### config.mk
export PLATFORM = sky130hd
export DESIGN_NAME = dual_issue_hazard
export DESIGN_NICKNAME = d
export VERILOG_FILES = /design/src/rtl/issue_hazard_pkg.sv /design/src/rtl/issue_slot_decode.sv /design/src/rtl/issue_busy_timer.sv /design/src/rtl/issue_hazard_gate.sv /design/src/rtl/issue_pair_select.sv /design/src/rtl/dual_issue_hazard.sv
export SDC_FILE = /design/constraint.sdc
export NUM_CORES = 1
export LEC_CHECK = 0
export BUFFER_PORTS_ARGS = -buffer_cell sky130_fd_sc_hd__buf_4
export CELL_PAD_IN_SITES_DETAIL_PLACEMENT = 0
export CELL_PAD_IN_SITES_GLOBAL_PLACEMENT = 2
export CORE_MARGIN = 2
export CORE_UTILIZATION = 39
export DETAILED_ROUTE_END_ITERATION = 7
export PLACE_DENSITY = 0.83
export SYNTH_ARGS = -nofsm -noshare
export SYNTH_HDL_FRONTEND = slang
export SYNTH_SLANG_ARGS = --single-unit
### constraint.sdc
create_clock -name clk -period 7.3 [get_ports clk]
set_input_delay 1.095 -clock clk [delete_from_list [all_inputs] [get_ports clk]]
set_output_delay 1.095 -clock clk [all_outputs]
set_load 0.01 [all_outputs]
### src/rtl/issue_hazard_pkg.sv
package issue_hazard_pkg;

  localparam int CLS_W = 4;

  localparam logic [CLS_W-1:0] CL_LOAD  = 4'd0;
  localparam logic [CLS_W-1:0] CL_IST   = 4'd1;
  localparam logic [CLS_W-1:0] CL_FST   = 4'd2;
  localparam logic [CLS_W-1:0] CL_BAR   = 4'd3;
  localparam logic [CLS_W-1:0] CL_IBR   = 4'd4;
  localparam logic [CLS_W-1:0] CL_FBR   = 4'd5;
  localparam logic [CLS_W-1:0] CL_IALU  = 4'd6;
  localparam logic [CLS_W-1:0] CL_IMUL  = 4'd7;
  localparam logic [CLS_W-1:0] CL_FOP   = 4'd8;
  localparam logic [CLS_W-1:0] CL_FDIV  = 4'd9;
  localparam logic [CLS_W-1:0] CL_MULTI = 4'd10;
  localparam logic [CLS_W-1:0] CL_MISC  = 4'd11;

  localparam int NUM_UNITS = 6;
  localparam int U_ADDR = 0;
  localparam int U_BR   = 1;
  localparam int U_INT  = 2;
  localparam int U_MUL  = 3;
  localparam int U_FP   = 4;
  localparam int U_DIV  = 5;

  typedef enum logic [1:0] {
    PR_P0   = 2'd0,
    PR_P1   = 2'd1,
    PR_ANY  = 2'd2,
    PR_BOTH = 2'd3
  } pipe_req_e;

  typedef struct packed {
    logic                 vld;
    pipe_req_e            req;
    logic [NUM_UNITS-1:0] unit;
    logic                 barrier;
  } op_info_t;

  function automatic op_info_t classify(input logic [CLS_W-1:0] c);
    op_info_t r;
    r = '{vld: 1'b1, req: PR_BOTH, unit: '0, barrier: 1'b0};
    case (c)
      CL_LOAD: begin r.req = PR_ANY; r.unit[U_ADDR] = 1'b1; end
      CL_IST:  begin r.req = PR_P1;  r.unit[U_ADDR] = 1'b1; end
      CL_FST:  begin r.req = PR_P0;  r.unit[U_ADDR] = 1'b1; end
      CL_BAR:  begin r.req = PR_P1;  r.unit[U_ADDR] = 1'b1; r.barrier = 1'b1; end
      CL_IBR:  begin r.req = PR_P1;  r.unit[U_BR]   = 1'b1; end
      CL_FBR:  begin r.req = PR_P0;  r.unit[U_BR]   = 1'b1; end
      CL_IALU: begin r.req = PR_P0;  r.unit[U_INT]  = 1'b1; end
      CL_IMUL: begin r.req = PR_P0;  r.unit[U_MUL]  = 1'b1; end
      CL_FOP:  begin r.req = PR_P1;  r.unit[U_FP]   = 1'b1; end
      CL_FDIV: begin r.req = PR_P1;  r.unit[U_DIV]  = 1'b1; end
      CL_MISC: begin r.req = PR_P1; end
      default: begin r.req = PR_BOTH; end
    endcase
    return r;
  endfunction

endpackage

### src/rtl/issue_slot_decode.sv
module issue_slot_decode
  import issue_hazard_pkg::*;
(
  input  logic             valid,
  input  logic [CLS_W-1:0] cls,
  output op_info_t         info
);
  always_comb begin
    info     = classify(cls);
    info.vld = valid;
  end
endmodule

### src/rtl/issue_busy_timer.sv
module issue_busy_timer #(
  parameter int W = 6
) (
  input  logic         clk,
  input  logic         rst_n,
  input  logic         load,
  input  logic [W-1:0] load_val,
  output logic [W-1:0] count
);
  always_ff @(posedge clk) begin
    if (!rst_n)           count <= '0;
    else if (load)        count <= load_val;
    else if (count != '0) count <= count - 1'b1;
  end
endmodule

### src/rtl/issue_hazard_gate.sv
module issue_hazard_gate
  import issue_hazard_pkg::*;
#(
  parameter int CW        = 6,
  parameter int MUL_GAP   = 3,
  parameter int FP_GAP_A  = 5,
  parameter int FP_GAP_B  = 6
) (
  input  op_info_t        info,
  input  logic [CW-1:0]   addr_cnt,
  input  logic [CW-1:0]   br_cnt,
  input  logic [CW-1:0]   mul_cnt,
  input  logic [CW-1:0]   div_cnt,
  output logic            blocked
);
  localparam logic [CW-1:0] ONE       = CW'(1);
  localparam logic [CW-1:0] TWO       = CW'(2);
  localparam logic [CW-1:0] INT_BAN   = CW'(MUL_GAP + 1);
  localparam logic [CW-1:0] FP_BAN_A  = CW'(FP_GAP_A + 1);
  localparam logic [CW-1:0] FP_BAN_B  = CW'(FP_GAP_B + 1);

  logic int_hit, fp_hit, mul_busy, div_busy;

  always_comb begin
    mul_busy = mul_cnt > ONE;
    div_busy = div_cnt > ONE;
    int_hit  = (mul_cnt == ONE) || (mul_cnt == INT_BAN);
    fp_hit   = (div_cnt == ONE) || (div_cnt == TWO) ||
               (div_cnt == FP_BAN_A) || (div_cnt == FP_BAN_B);
    blocked  = (info.unit[U_ADDR] && (addr_cnt != '0)) ||
               (info.unit[U_BR]   && (br_cnt   != '0)) ||
               (info.unit[U_INT]  && int_hit)          ||
               (info.unit[U_MUL]  && mul_busy)         ||
               (info.unit[U_FP]   && fp_hit)           ||
               (info.unit[U_DIV]  && div_busy);
  end
endmodule

### src/rtl/issue_pair_select.sv
module issue_pair_select
  import issue_hazard_pkg::*;
(
  input  op_info_t info0,
  input  op_info_t info1,
  input  logic     blk0,
  input  logic     blk1,
  output logic     issue0,
  output logic     pipe0,
  output logic     issue1,
  output logic     pipe1
);
  logic partner_p0, clash;

  always_comb begin
    partner_p0 = info1.vld && (info1.req == PR_P0);
    pipe0      = (info0.req == PR_P1) || ((info0.req == PR_ANY) && partner_p0);
    case (info1.req)
      PR_P0:   pipe1 = 1'b0;
      PR_P1:   pipe1 = 1'b1;
      PR_ANY:  pipe1 = ~pipe0;
      default: pipe1 = 1'b0;
    endcase
    clash  = ((info0.unit & info1.unit) != '0) ||
             (info0.req == PR_BOTH) || (info1.req == PR_BOTH) ||
             (pipe0 == pipe1);
    issue0 = info0.vld && !blk0;
    issue1 = issue0 && info1.vld && !blk1 && !clash;
  end
endmodule

### src/rtl/dual_issue_hazard.sv
module dual_issue_hazard
  import issue_hazard_pkg::*;
#(
  parameter int BAR_HOLD  = 4,
  parameter int BR_HOLD   = 2,
  parameter int MUL_SHORT = 19,
  parameter int MUL_LONG  = 21,
  parameter int DIV_SHORT = 30,
  parameter int DIV_LONG  = 59,
  parameter int MUL_GAP   = 3,
  parameter int FP_GAP_A  = 5,
  parameter int FP_GAP_B  = 6
) (
  input  logic             clk,
  input  logic             rst_n,
  input  logic             s0_valid,
  input  logic [CLS_W-1:0] s0_class,
  input  logic             s0_wide,
  input  logic             s1_valid,
  input  logic [CLS_W-1:0] s1_class,
  input  logic             s1_wide,
  output logic             s0_issue,
  output logic             s0_pipe,
  output logic             s1_issue,
  output logic             s1_pipe
);
  localparam int LONGEST = (DIV_LONG > MUL_LONG) ? DIV_LONG : MUL_LONG;
  localparam int CW      = $clog2(LONGEST + 1);
  localparam int SLOTS   = 2;

  logic [SLOTS-1:0] vld_a;
  logic [CLS_W-1:0] cls_a [SLOTS];
  logic [SLOTS-1:0] wide_a;
  op_info_t         info_a [SLOTS];
  logic [SLOTS-1:0] blk_a;
  logic [SLOTS-1:0] go;

  logic [CW-1:0] addr_cnt, br_cnt, mul_cnt, div_cnt;
  logic          bar_go, br_go, mul_go, div_go, mul_w, div_w;
  logic [CW-1:0] mul_len, div_len;

  assign vld_a  = {s1_valid, s0_valid};
  assign wide_a = {s1_wide, s0_wide};
  assign cls_a[0] = s0_class;
  assign cls_a[1] = s1_class;

  for (genvar s = 0; s < SLOTS; s++) begin : g_slot
    issue_slot_decode u_dec (
      .valid (vld_a[s]),
      .cls   (cls_a[s]),
      .info  (info_a[s])
    );
    issue_hazard_gate #(
      .CW       (CW),
      .MUL_GAP  (MUL_GAP),
      .FP_GAP_A (FP_GAP_A),
      .FP_GAP_B (FP_GAP_B)
    ) u_gate (
      .info     (info_a[s]),
      .addr_cnt (addr_cnt),
      .br_cnt   (br_cnt),
      .mul_cnt  (mul_cnt),
      .div_cnt  (div_cnt),
      .blocked  (blk_a[s])
    );
  end

  issue_pair_select u_pair (
    .info0  (info_a[0]),
    .info1  (info_a[1]),
    .blk0   (blk_a[0]),
    .blk1   (blk_a[1]),
    .issue0 (s0_issue),
    .pipe0  (s0_pipe),
    .issue1 (s1_issue),
    .pipe1  (s1_pipe)
  );

  assign go = {s1_issue, s0_issue};

  always_comb begin
    bar_go  = (go[0] && info_a[0].barrier)      || (go[1] && info_a[1].barrier);
    br_go   = (go[0] && info_a[0].unit[U_BR])   || (go[1] && info_a[1].unit[U_BR]);
    mul_go  = (go[0] && info_a[0].unit[U_MUL])  || (go[1] && info_a[1].unit[U_MUL]);
    div_go  = (go[0] && info_a[0].unit[U_DIV])  || (go[1] && info_a[1].unit[U_DIV]);
    mul_w   = (go[0] && info_a[0].unit[U_MUL]) ? wide_a[0] : wide_a[1];
    div_w   = (go[0] && info_a[0].unit[U_DIV]) ? wide_a[0] : wide_a[1];
    mul_len = mul_w ? CW'(MUL_LONG) : CW'(MUL_SHORT);
    div_len = div_w ? CW'(DIV_LONG) : CW'(DIV_SHORT);
  end

  issue_busy_timer #(.W(CW)) u_addr_t (
    .clk(clk), .rst_n(rst_n), .load(bar_go), .load_val(CW'(BAR_HOLD - 1)), .count(addr_cnt));
  issue_busy_timer #(.W(CW)) u_br_t (
    .clk(clk), .rst_n(rst_n), .load(br_go), .load_val(CW'(BR_HOLD - 1)), .count(br_cnt));
  issue_busy_timer #(.W(CW)) u_mul_t (
    .clk(clk), .rst_n(rst_n), .load(mul_go), .load_val(mul_len), .count(mul_cnt));
  issue_busy_timer #(.W(CW)) u_div_t (
    .clk(clk), .rst_n(rst_n), .load(div_go), .load_val(div_len), .count(div_cnt));

endmodule

==> impl_metrics.tcl, run 1 <==
set metrics [dict create \
    critPathMaxFanout 8 \
    htree_levels 1 \
    syn_avg_cell_area_um2 8.68 \
    irDropWorstVdd_v 0.000209 \
    power_uw 846 \
    skew_ns 0.00261 \
    met3_usage_pct 3.08 \
    antenna_found_initial 0 \
    via_per_inst 5.07 \
    io_pins 18 \
    drtIter0Drc 76 \
    numCtsBuffers 3 \
    cp.arrival_ns 3.28 \
    cap_violations 0 \
    fin_nets 268 \
    synthesis.nets 255 \
    holdPathStages 2 \
    final_cell_mix "dfxtp_1, nand2_1, buf_4" \
    cp-startpoint "s1_class[1]" \
    hold_class "register to register" \
    grt_pass1_vias 1401 \
    yosysWarningCount 0 \
    pwr-share-clk_pct 14.2 \
    netlist.area_leader.share_pct 24.3 \
    clock_latency_ns 0.27 \
    yosys-top-cells-area "dfxtp_1, ha_1, mux2i_1, o21a_1, nand2_1" \
    cts_resized 0 \
    syn_area_um2 1980 \
    worst-slew-pin-transition_ns 0.467 \
    clk_pin_slew_ns 0.09 \
    drtAntennaViolNets 0 \
    critPathSlowestCell "a2111oi_0" \
    hold_violations 0 \
    ys_seq_elements 24 \
    tritoncts "done" \
    post_cts_buffers 0 \
    rsz0062_at_grt "false" \
    post_dp_cell_area_um2 2110 \
    synth_edf_count 0 \
    grt_max_degree 19 \
    status "completed" \
    synth_ff_type "dfxtp_1" \
    grt_util_met2_pct 26.1 \
    grt_busiest_layer "met2" \
    maxSlewViolCount 0 \
    synth_top_area_cell "dfxtp_1" \
    r2r-start "u_addr_t.count[0]$_SDFFE_PN0P_" \
    async_flop_share_pct 0 \
    clock_sinks 24 \
    grt_pass1_wl_um 6650 \
    critPathCaptureType "primary output" \
    crit_path_max_incr_delay_ns 0.44 \
    drcViolationCount 0 \
    area_growth_pct 10.2 \
    total_leakage_power_uw 0.000868 \
    max_freq_mhz 228 \
    r2r_setup_slack_ns 4.73 \
    start_kind "primary input" \
    p_comb_share_pct 55.3 \
    layout_commonest_cell "dfxtp_1" \
    cts-root-buf "clkbuf_8" \
    num_vias 1558 \
    die_area_um2 5660 \
    use_met1_pct 20.3 \
    dp_hpwl_um 3070 \
    initial_core_util_pct 41.1 \
    clock_path_buffers 2 \
    worstPathCellList "buf_4 -> nor3_1 -> a21oi_1 -> nor2_1 -> a21oi_1 -> ha_1 -> a2111oi_0 -> nor3_2 -> mux2i_1 -> a211oi_1 -> and2_4 -> and3_2 -> buf_4" \
    globalplace.congestion 0.737 \
    worst_slew_margin_rel_pct 68.0 \
    track_usage_pct 15.4 \
    swShare_pct 41.8 \
    die_w_um 75.2 \
    ys_seq_area_share_pct 24.3 \
    drive_gt1_share_pct 20.8 \
    setup-violations-final 0 \
    routed_wl_um 4000 \
    r2r_cells 9 \
    cts_hold_buf 0 \
    criticalPathCategory "primary input to primary output" \
    netlist_instances 228 \
    n_antenna_cell 0 \
    final_area_um2 2180 \
    power_density_nw_per_um2 388 \
    firstDrtPassIters 4 \
    core_area_um2 4820 \
    required_ns 6.20 \
    synth_cell_types 56 \
    crit_end "s1_issue" \
    fillers 523 \
    grt-ovfl-total 0 \
    rows 25 \
    post-route-period-util_pct 60.0 \
    io_buffers 17 \
    min_period_ns 4.38 \
    p_switching_uw 353 \
    p_seq_share_pct 30.5 \
    p_int_uw 493 \
    r2r-end "u_div_t.count[0]$_SDFFE_PN0P_" \
    fin_setup_tns_ns 0 \
    fp.dieH_um 75.2 \
    avgRoutedWirePerCell_um 13.0 \
]
## power by group through the flow
| stage | clock network (uW) | logic, uW | registers, uW |
|---|---|---|---|
| 2_1_floorplan | 0 | 411 | 240 |
| 3_5_place_dp | 0 | 473 | 260 |
| 5_1_grt | 130 | 530 | 269 |
| 3_3_place_gp | 0 | 473 | 263 |
| 4_1_cts | 125 | 475 | 258 |
| 6_report | 120 | 468 | 258 |
## cell families after synthesis
| family | after synthesis | synth area share (%) |
|---|---|---|
| AOI/OAI and AO/OA | 46 | 18.1 |
| DFF | 24 | 24.3 |
| buffers and inverters | 23 | 6.70 |
| and+or+nand+nor | 94 | 29.2 |
| adders and majority gates | 13 | 8.22 |
| xor gates and xnor gates | 14 | 6.19 |
| muxes | 14 | 7.33 |
## sequential cells by signal, summed over array words and instances, names as in the netlist
signal,cells
u_addr_t.count,6
u_br_t.count,6
u_div_t.count,6
u_mul_t.count,6
## cells in the mapped netlist (3+ instances only)
master,number
ha_1,13
xor2_1,6
nor3_1,13
nor3b_1,4
nand3_1,4
a21oi_1,11
nor3_2,3
nor2_1,16
nand2_1,21
nand2b_1,3
mux2_2,4
inv_1,14
or3_1,3
o21a_1,11
nand2b_4,3
mux2i_1,10
nor2b_1,4
o21ai_0,7
dfxtp_1,24
xnor2_1,8
## layer usage
metal	wire length [um]	share of wire, %	vias up
met1	2030	51	707
met3	89	2.2	6
li1	-	-	832
met2	1840	46	13
met5	0	0	-
met4	44	1.1	0
## stage by stage
| step | hold slack [ns] | worst slack, ns | utilization, % | std cells |
|---|---|---|---|---|
| 6_report | 0.498 | 2.92 | 45.3 | 307 |
| 5_1_grt | 0.524 | 2.55 | 45.3 | 307 |
| 4_1_cts | 0.501 | 2.90 | 45.3 | 307 |
| 3_5_place_dp | 0.481 | 2.89 | 43.8 | 303 |
| 3_3_place_gp | 0.483 | 2.93 | 43.8 | 303 |
| 2_1_floorplan | 0.460 | 3.10 | - | 228 |
## area by class of cell
type                            count  area (um2)  area share [%]
Clock buffer                        3        41.3            1.89
Clock inverter                      1        30.0            1.38
Inverter                           14        52.6            2.41
Multi-Input combinational cell    181        1370            62.6
Sequential cell                    24         480            22.0
Tap cell                           67        83.8            3.84
Timing Repair Buffer               17         128            5.85
## critical path, delay by kind of cell
family / cells / cell delay, ns
AO/OA/AOI/OAI: 4 / 0.81
AND/OR/NAND/NOR: 5 / 0.79
buffers and inverters: 2 / 0.24
adder cells (fa/ha/maj): 1 / 0.19
multiplexers: 1 / 0.15
## worst min path at each step
stage | startpoint | endpoint | slack [ns]
after floorplan | u_br_t.count[2]$_SDFFE_PP0P_ | u_br_t.count[2]$_SDFFE_PP0P_ | 0.46
after global placement | u_br_t.count[2]$_SDFFE_PP0P_ | u_br_t.count[2]$_SDFFE_PP0P_ | 0.48
after detailed placement | u_br_t.count[2]$_SDFFE_PP0P_ | u_br_t.count[2]$_SDFFE_PP0P_ | 0.48
after CTS | u_br_t.count[2]$_SDFFE_PP0P_ | u_br_t.count[2]$_SDFFE_PP0P_ | 0.50
after global routing | u_br_t.count[2]$_SDFFE_PP0P_ | u_br_t.count[2]$_SDFFE_PP0P_ | 0.52
final | u_br_t.count[2]$_SDFFE_PP0P_ | u_br_t.count[2]$_SDFFE_PP0P_ | 0.50
(Power assumes the default switching activity.)
==> inputs of run 2 (changes only) <==
--- a/config.mk
+++ b/config.mk
@@ -5,13 +5,14 @@
 export SDC_FILE = /design/constraint.sdc
 export NUM_CORES = 1
 export LEC_CHECK = 0
+export ABC_AREA = 1
 export BUFFER_PORTS_ARGS = -buffer_cell sky130_fd_sc_hd__buf_4
 export CELL_PAD_IN_SITES_DETAIL_PLACEMENT = 0
 export CELL_PAD_IN_SITES_GLOBAL_PLACEMENT = 2
 export CORE_MARGIN = 2
-export CORE_UTILIZATION = 39
+export CORE_UTILIZATION = 30
 export DETAILED_ROUTE_END_ITERATION = 7
-export PLACE_DENSITY = 0.83
+export PLACE_DENSITY = 0.75
 export SYNTH_ARGS = -nofsm -noshare
 export SYNTH_HDL_FRONTEND = slang
 export SYNTH_SLANG_ARGS = --single-unit
==> constraint.sdc (replaced) <==
create_clock -name clk -period 3.6 [get_ports clk]
set_input_delay 0.54 -clock clk [delete_from_list [all_inputs] [get_ports clk]]
set_output_delay 0.54 -clock clk [all_outputs]
set_load 0.01 [all_outputs]
==> run 2 against run 1 <==
Against the previous run: final cell count rose by 29%; die area is 30% higher; non-clock buffer count unchanged; count of clock-buffer cells in the layout grew 1; flip-flop and latch count unchanged; first-iteration DRC count is 17% lower; area after synthesis up 1.3%; worst setup slack worse by 2.2 ns; sequential share of layout area shrank 0.95 points; synthesized cell count increased by 31%; register-to-register slack worse by 3.4 ns; largest cell class unchanged; largest power group unchanged.
==> impl_metrics.tcl, run 2 <==
set metrics [dict create \
    r2r-start "u_div_t.count[0]$_SDFFE_PN0P_" \
    synth_ff_type "dfxtp_1" \
    firstDrtPassIters 6 \
    layout_commonest_cell "nand2_1" \
    die_area_um2 7360 \
    min_from "u_br_t.count[5]$_SDFFE_PP0P_" \
    fp.dieH_um 85.8 \
    worst_slew_margin_rel_pct 73.6 \
    drtAntennaViolNets 0 \
    io_pins 18 \
    cts_resized 0 \
    via_per_inst 4.46 \
    avgRoutedWirePerCell_um 11.1 \
    status "completed" \
    grt_pass1_wl_um 7930 \
    clock_path_buffers 2 \
    yosysWarningCount 0 \
    fin_nets 346 \
    power_density_nw_per_um2 749 \
    clock_latency_ns 0.27 \
    ys_seq_elements 24 \
    syn_avg_cell_area_um2 6.73 \
    dp_slack_ns 0.676 \
    worst-slew-pin-transition_ns 0.395 \
    synth_cell_types 31 \
    drtIter0Drc 63 \
    drive_gt1_share_pct 22.0 \
    final_cell_mix "nand2_1, inv_1, nor2_1" \
    critPathSlowestCell "nor2_1" \
    min_period_ns 2.92 \
    worst-path-buf-inv 5 \
    irDropWorstVdd_v 0.000281 \
    hold_violations 0 \
    rsz0062_at_grt "false" \
    grt_max_degree 14 \
    cap_violations 0 \
    grt-ovfl-total 0 \
    globalplace.congestion 0.760 \
    synthesis.nets 325 \
    total_leakage_power_uw 0.00118 \
    track_usage_pct 13.1 \
    cp-startpoint "s1_class[3]" \
    core_area_um2 6420 \
    ys_top_cells_by_count "nand2_1, inv_1, nor2_1, dfxtp_1, nand3_1" \
    antenna_found_initial 0 \
    synth_edf_count 0 \
    tritoncts "done" \
    setup-violations-final 0 \
    fin_setup_tns_ns 0 \
    cts-root-buf "clkbuf_8" \
    synth.most_common_cell "nand2_1" \
    post_dp_cell_area_um2 2230 \
    async_flop_share_pct 0 \
    cts_hold_buf 0 \
    htree_levels 1 \
    syn_area_um2 2010 \
    critPathMostFrequentCell "nand2_1" \
    crit_family "simple AND/OR/NAND/NOR gates" \
    holdWs_ns 0.499 \
    area_growth_pct 13.7 \
    crit_path_max_incr_delay_ns 0.23 \
    post_cts_buffers 0 \
    drcViolationCount 0 \
    grt_pass1_vias 1737 \
    die_w_um 85.8 \
    n_antenna_cell 0 \
    clk_pin_slew_ns 0.09 \
    critPathCaptureType "primary output" \
    io_buffers 17 \
    max_freq_mhz 342 \
    netlist.area_leader.share_pct 24.0 \
    rows 29 \
    netlist_instances 298 \
    ys_seq_area_share_pct 24.0 \
    post-route-period-util_pct 81.1 \
    required_ns 3.06 \
    initial_core_util_pct 31.2 \
    num_vias 1763 \
    hold_class "register to register" \
    criticalPathCategory "primary input to primary output" \
    critPathMaxFanout 6 \
    dp_hpwl_um 3570 \
    routed_wl_um 4400 \
    yosys-top-cells-area "dfxtp_1, nand2_1, ha_1, inv_1, nor2_1" \
    final_area_um2 2280 \
    maxSlewViolCount 0 \
    start_kind "primary input" \
    numCtsBuffers 3 \
    synth_top_area_cell "dfxtp_1" \
    clock_sinks 24 \
    setup_ws_ns 0.680 \
    worstPathCellList "buf_4 -> inv_2 -> nand2_1 -> nor2_1 -> nand2_1 -> nand4_1 -> inv_1 -> ha_1 -> nand2_1 -> nor2_1 -> nand2_1 -> nand3_1 -> nand3b_1 -> nand2_2 -> nand2_1 -> inv_2 -> buf_4" \
    skew_ns 0.00353 \
    cp.arrival_ns 2.38 \
]
-- run 2: cell count changes after synthesis, moves of 10 or more --
cell     previous run  this run
inv_1              14        38
nand2_1            21        70
nor3_1             13         3
inv_2               0        12
mux2i_1            10         0
nand3_1             4        14
nor2_1             16        35
nand2_2             0        10
o21a_1             11         0
-- run 2: area by class of cell --
class,count,area [um2]
timing repair buffer,17,128
clock buffer,4,55.1
sequential,24,480
multi-input combinational,223,1330
tap,77,96.3
fill,727,4140
inverter,50,188
-- run 2: worst min-delay path: stages, from the launching register on --
cell	delay [ns]
dfxtp_1	0.33
o21ai_0	0.07
a21oi_1	0.06
-- run 2: final timing paths --
check,end,slack [ns],cells past startpoint
max reg2reg,u_mul_t.count[1]$_SDFFE_PN0P_,1.38,16
max,s1_issue,0.68,17
min reg2reg,u_br_t.count[5]$_SDFFE_PP0P_,0.50,2
min,u_br_t.count[5]$_SDFFE_PP0P_,0.50,2
-- run 2: where the power goes --
| group | total (uW) | switching, uW | internal, uW |
|---|---|---|---|
| clock | 189 | 91.0 | 97.8 |
| combinational | 1020 | 594 | 428 |
| sequential | 497 | 111 | 386 |
| total | 1710 | 796 | 912 |
-- run 2: logic make-up after synthesis --
| family | after synthesis | share of synthesized area (%) |
|---|---|---|
| and+or+nand+nor | 171 | 45.3 |
| buffers and inverters | 51 | 9.54 |
| AOI/OAI and AO/OA | 27 | 7.86 |
| DFF | 24 | 24.0 |
| adders and majority gates | 13 | 8.11 |
| xor gates and xnor gates | 12 | 5.24 |
-- run 2: per-layer routing --
metal | track usage (%) | part of all wire, % | vias to the layer above
met1 | 17.6 | 51 | 768
met2 | 22.1 | 46 | 14
met5 | 0 | 0 | -
li1 | - | - | 979
met4 | 2.60 | 0.55 | 0
met3 | 2.50 | 2.3 | 2
-- run 2: per-stage QoR --
step	instances	power, uW	util [%]
3_3_place_gp	391	1540	34.7
5_1_grt	395	1930	35.5
2_1_floorplan	298	1330	-
6_report	395	1710	35.5
4_1_cts	395	1740	35.5
3_5_place_dp	391	1540	34.7
==> inputs of run 3 (changes only) <==
--- a/config.mk
+++ b/config.mk
@@ -5,14 +5,14 @@
 export SDC_FILE = /design/constraint.sdc
 export NUM_CORES = 1
 export LEC_CHECK = 0
-export ABC_AREA = 1
+export ABC_AREA = 0
 export BUFFER_PORTS_ARGS = -buffer_cell sky130_fd_sc_hd__buf_4
 export CELL_PAD_IN_SITES_DETAIL_PLACEMENT = 0
 export CELL_PAD_IN_SITES_GLOBAL_PLACEMENT = 2
 export CORE_MARGIN = 2
-export CORE_UTILIZATION = 30
+export CORE_UTILIZATION = 37
 export DETAILED_ROUTE_END_ITERATION = 7
-export PLACE_DENSITY = 0.75
+export PLACE_DENSITY = 0.79
 export SYNTH_ARGS = -nofsm -noshare
 export SYNTH_HDL_FRONTEND = slang
 export SYNTH_SLANG_ARGS = --single-unit
==> constraint.sdc (replaced) <==
create_clock -name clk -period 3 [get_ports clk]
set_input_delay 0.45 -clock clk [delete_from_list [all_inputs] [get_ports clk]]
set_output_delay 0.45 -clock clk [all_outputs]
set_load 0.01 [all_outputs]
==> run 3 against run 2 <==
Against the previous run: register-to-register slack worse by 0.80 ns; clock skew up 0.0069 ns; combinational power up 17%; final cell count down 19%; worst setup slack worse by 0.49 ns; design area down 0.49%; sequential share of layout area up 0.10 points; count of clock-buffer cells in the layout unchanged; hold slack worse by 0.0057 ns; first-iteration DRC count up 6.3%; core utilization up 8.6 points; global-route usage up 1.1 points; critical path type unchanged; largest cell class unchanged.
==> impl_metrics.tcl, run 3 (synthesis gave the netlist of run 1 again) <==
set metrics [dict create \
    n_antenna_cell 0 \
    worst-path-buf-inv 2 \
    worst_slew_margin_rel_pct 74.0 \
    final_cells 321 \
    fin_nets 279 \
    grt_pass1_vias 1540 \
    io_pins 18 \
    via_per_inst 5.02 \
    cap_violations 0 \
    maxSlewViolCount 0 \
    post_dp_cell_area_um2 2200 \
    cp-startpoint "s1_class[1]" \
    fin_setup_tns_ns 0 \
    avgRoutedWirePerCell_um 12.2 \
    clock_sinks 24 \
    r2r-start "u_addr_t.count[0]$_SDFFE_PN0P_" \
    final_area_um2 2270 \
    numCtsBuffers 3 \
    drcViolationCount 0 \
    r2r-end "u_div_t.count[0]$_SDFFE_PN0P_" \
    total_leakage_power_uw 0.000917 \
    tritoncts "done" \
    grt-ovfl-total 0 \
    clock_latency_ns 0.27 \
    critPathCaptureType "primary output" \
    required_ns 2.55 \
    rows 26 \
    r2r_setup_slack_ns 0.58 \
    die_w_um 77.1 \
    dp_cells 317 \
    num_vias 1611 \
    critPathMostFrequentCell "buf_4" \
    initial_core_util_pct 38.5 \
    crit_end "s1_issue" \
    layout_commonest_cell "buf_4" \
    critPathSlowestCell "a2111oi_2" \
    skew_ns 0.0104 \
    worstPathCellList "buf_4 -> nor3_1 -> a21oi_1 -> nor2_1 -> a21oi_2 -> ha_2 -> a2111oi_2 -> nor3_2 -> mux2i_1 -> a211oi_2 -> and2_4 -> and3_2 -> buf_4" \
    htree_levels 1 \
    area_growth_pct 14.7 \
    crit_path_max_incr_delay_ns 0.32 \
    hold_class "primary input to register" \
    post-route-period-util_pct 93.7 \
    grt_pass1_wl_um 7010 \
    worst-slew-pin-transition_ns 0.386 \
    setup_ws_ns 0.190 \
    max_freq_mhz 356 \
    rsz0062_at_grt "false" \
    critPathMaxFanout 4 \
    cts-root-buf "clkbuf_8" \
    cp.depth 13 \
    hold_violations 0 \
    fp.dieH_um 77.1 \
    dp_slack_ns -0.0401 \
    holdWs_ns 0.494 \
    status "completed" \
    track_usage_pct 14.3 \
    min_period_ns 2.81 \
    r2r_cells 11 \
    globalplace.congestion 0.724 \
    drtAntennaViolNets 0 \
    firstDrtPassIters 3 \
    final_cell_mix "buf_4, dfxtp_1, nand2_1" \
    start_kind "primary input" \
    dp_hpwl_um 3110 \
    irDropWorstVdd_v 0.000438 \
    io_buffers 17 \
    power_density_nw_per_um2 891 \
    clk_pin_slew_ns 0.09 \
    criticalPathCategory "primary input to primary output" \
    drive_gt1_share_pct 25.9 \
    crit_family "simple AND/OR/NAND/NOR gates" \
    grt_max_degree 19 \
    setup-violations-final 0 \
    cp.arrival_ns 2.36 \
    die_area_um2 5950 \
    post_cts_buffers 0 \
    routed_wl_um 3910 \
    core_area_um2 5140 \
    drtIter0Drc 67 \
    holdPathStages 4 \
    clock_path_buffers 2 \
    antenna_found_initial 0 \
]
[run 3: changes by cell type in the layout (fill, tap and decap cells not counted), moves of 11 or more]
cell | previous run | this run
buf_4 | 17 | 28
nor2_1 | 35 | 16
nand2_1 | 70 | 21
o21a_1 | 0 | 11
inv_1 | 38 | 14
inv_2 | 12 | 0
[run 3: metal layers]
layer | track usage, % | up-vias | share of wire [%]
met5 | 0 | - | 0
met4 | 3.21 | 0 | 0.95
met3 | 2.12 | 4 | 1.6
met2 | 24.8 | 11 | 48
met1 | 18.6 | 742 | 50
li1 | - | 854 | -
[run 3: worst min path at each step]
stage                                                to  slack (ns)                         start
final                     u_div_t.count[2]$_SDFFE_PN0P_        0.49                       s1_wide
after global routing      u_div_t.count[3]$_SDFFE_PN0P_        0.51                         rst_n
after CTS                 u_div_t.count[2]$_SDFFE_PN0P_        0.49                       s1_wide
after detailed placement   u_br_t.count[2]$_SDFFE_PP0P_        0.49  u_br_t.count[2]$_SDFFE_PP0P_
after global placement     u_br_t.count[2]$_SDFFE_PP0P_        0.48  u_br_t.count[2]$_SDFFE_PP0P_
after floorplan            u_br_t.count[2]$_SDFFE_PP0P_        0.46  u_br_t.count[2]$_SDFFE_PP0P_
[run 3: report_power, final]
part           leakage (uW)  switching [uW]  internal (uW)
Sequential         0.000199             146            460
Combinational      0.000689             609            581
Clock             0.0000288             107            117
[run 3: cell type report]
type                    instances  area [um2]
multi-input cells             181        1380
repair buffers                 28         210
flip-flops and latches         24         480
inverters                      14        52.6
clock buffers                   4        55.1
well taps                      70        87.6
fillers                       573        2870
[run 3: metrics by stage]
step           power (uW)  util, %
4_1_cts              2050     43.8
5_1_grt              2250     44.2
6_report             2020     44.2
3_5_place_dp         1810     42.7
3_3_place_gp         1810     42.7
2_1_floorplan        1580        -
[run 3: what timing repair did]
item,CTS,global route
pin swaps,0,1
gates cloned,0,0
endpoints found under the setup margin,1,1
resized for setup,1,4
hold buffers,0,0
[run 3: worst register-to-register path: stages (launching register included)]
cell and delay, ns:
dfxtp_1 0.32, inv_1 0.09, ha_1 0.19, or3b_4 0.43, nor3_2 0.19, o21ai_0 0.16
a211oi_2 0.27, and2_4 0.17, buf_4 0.11, a31o_1 0.15, buf_4 0.14, mux2i_1 0.16
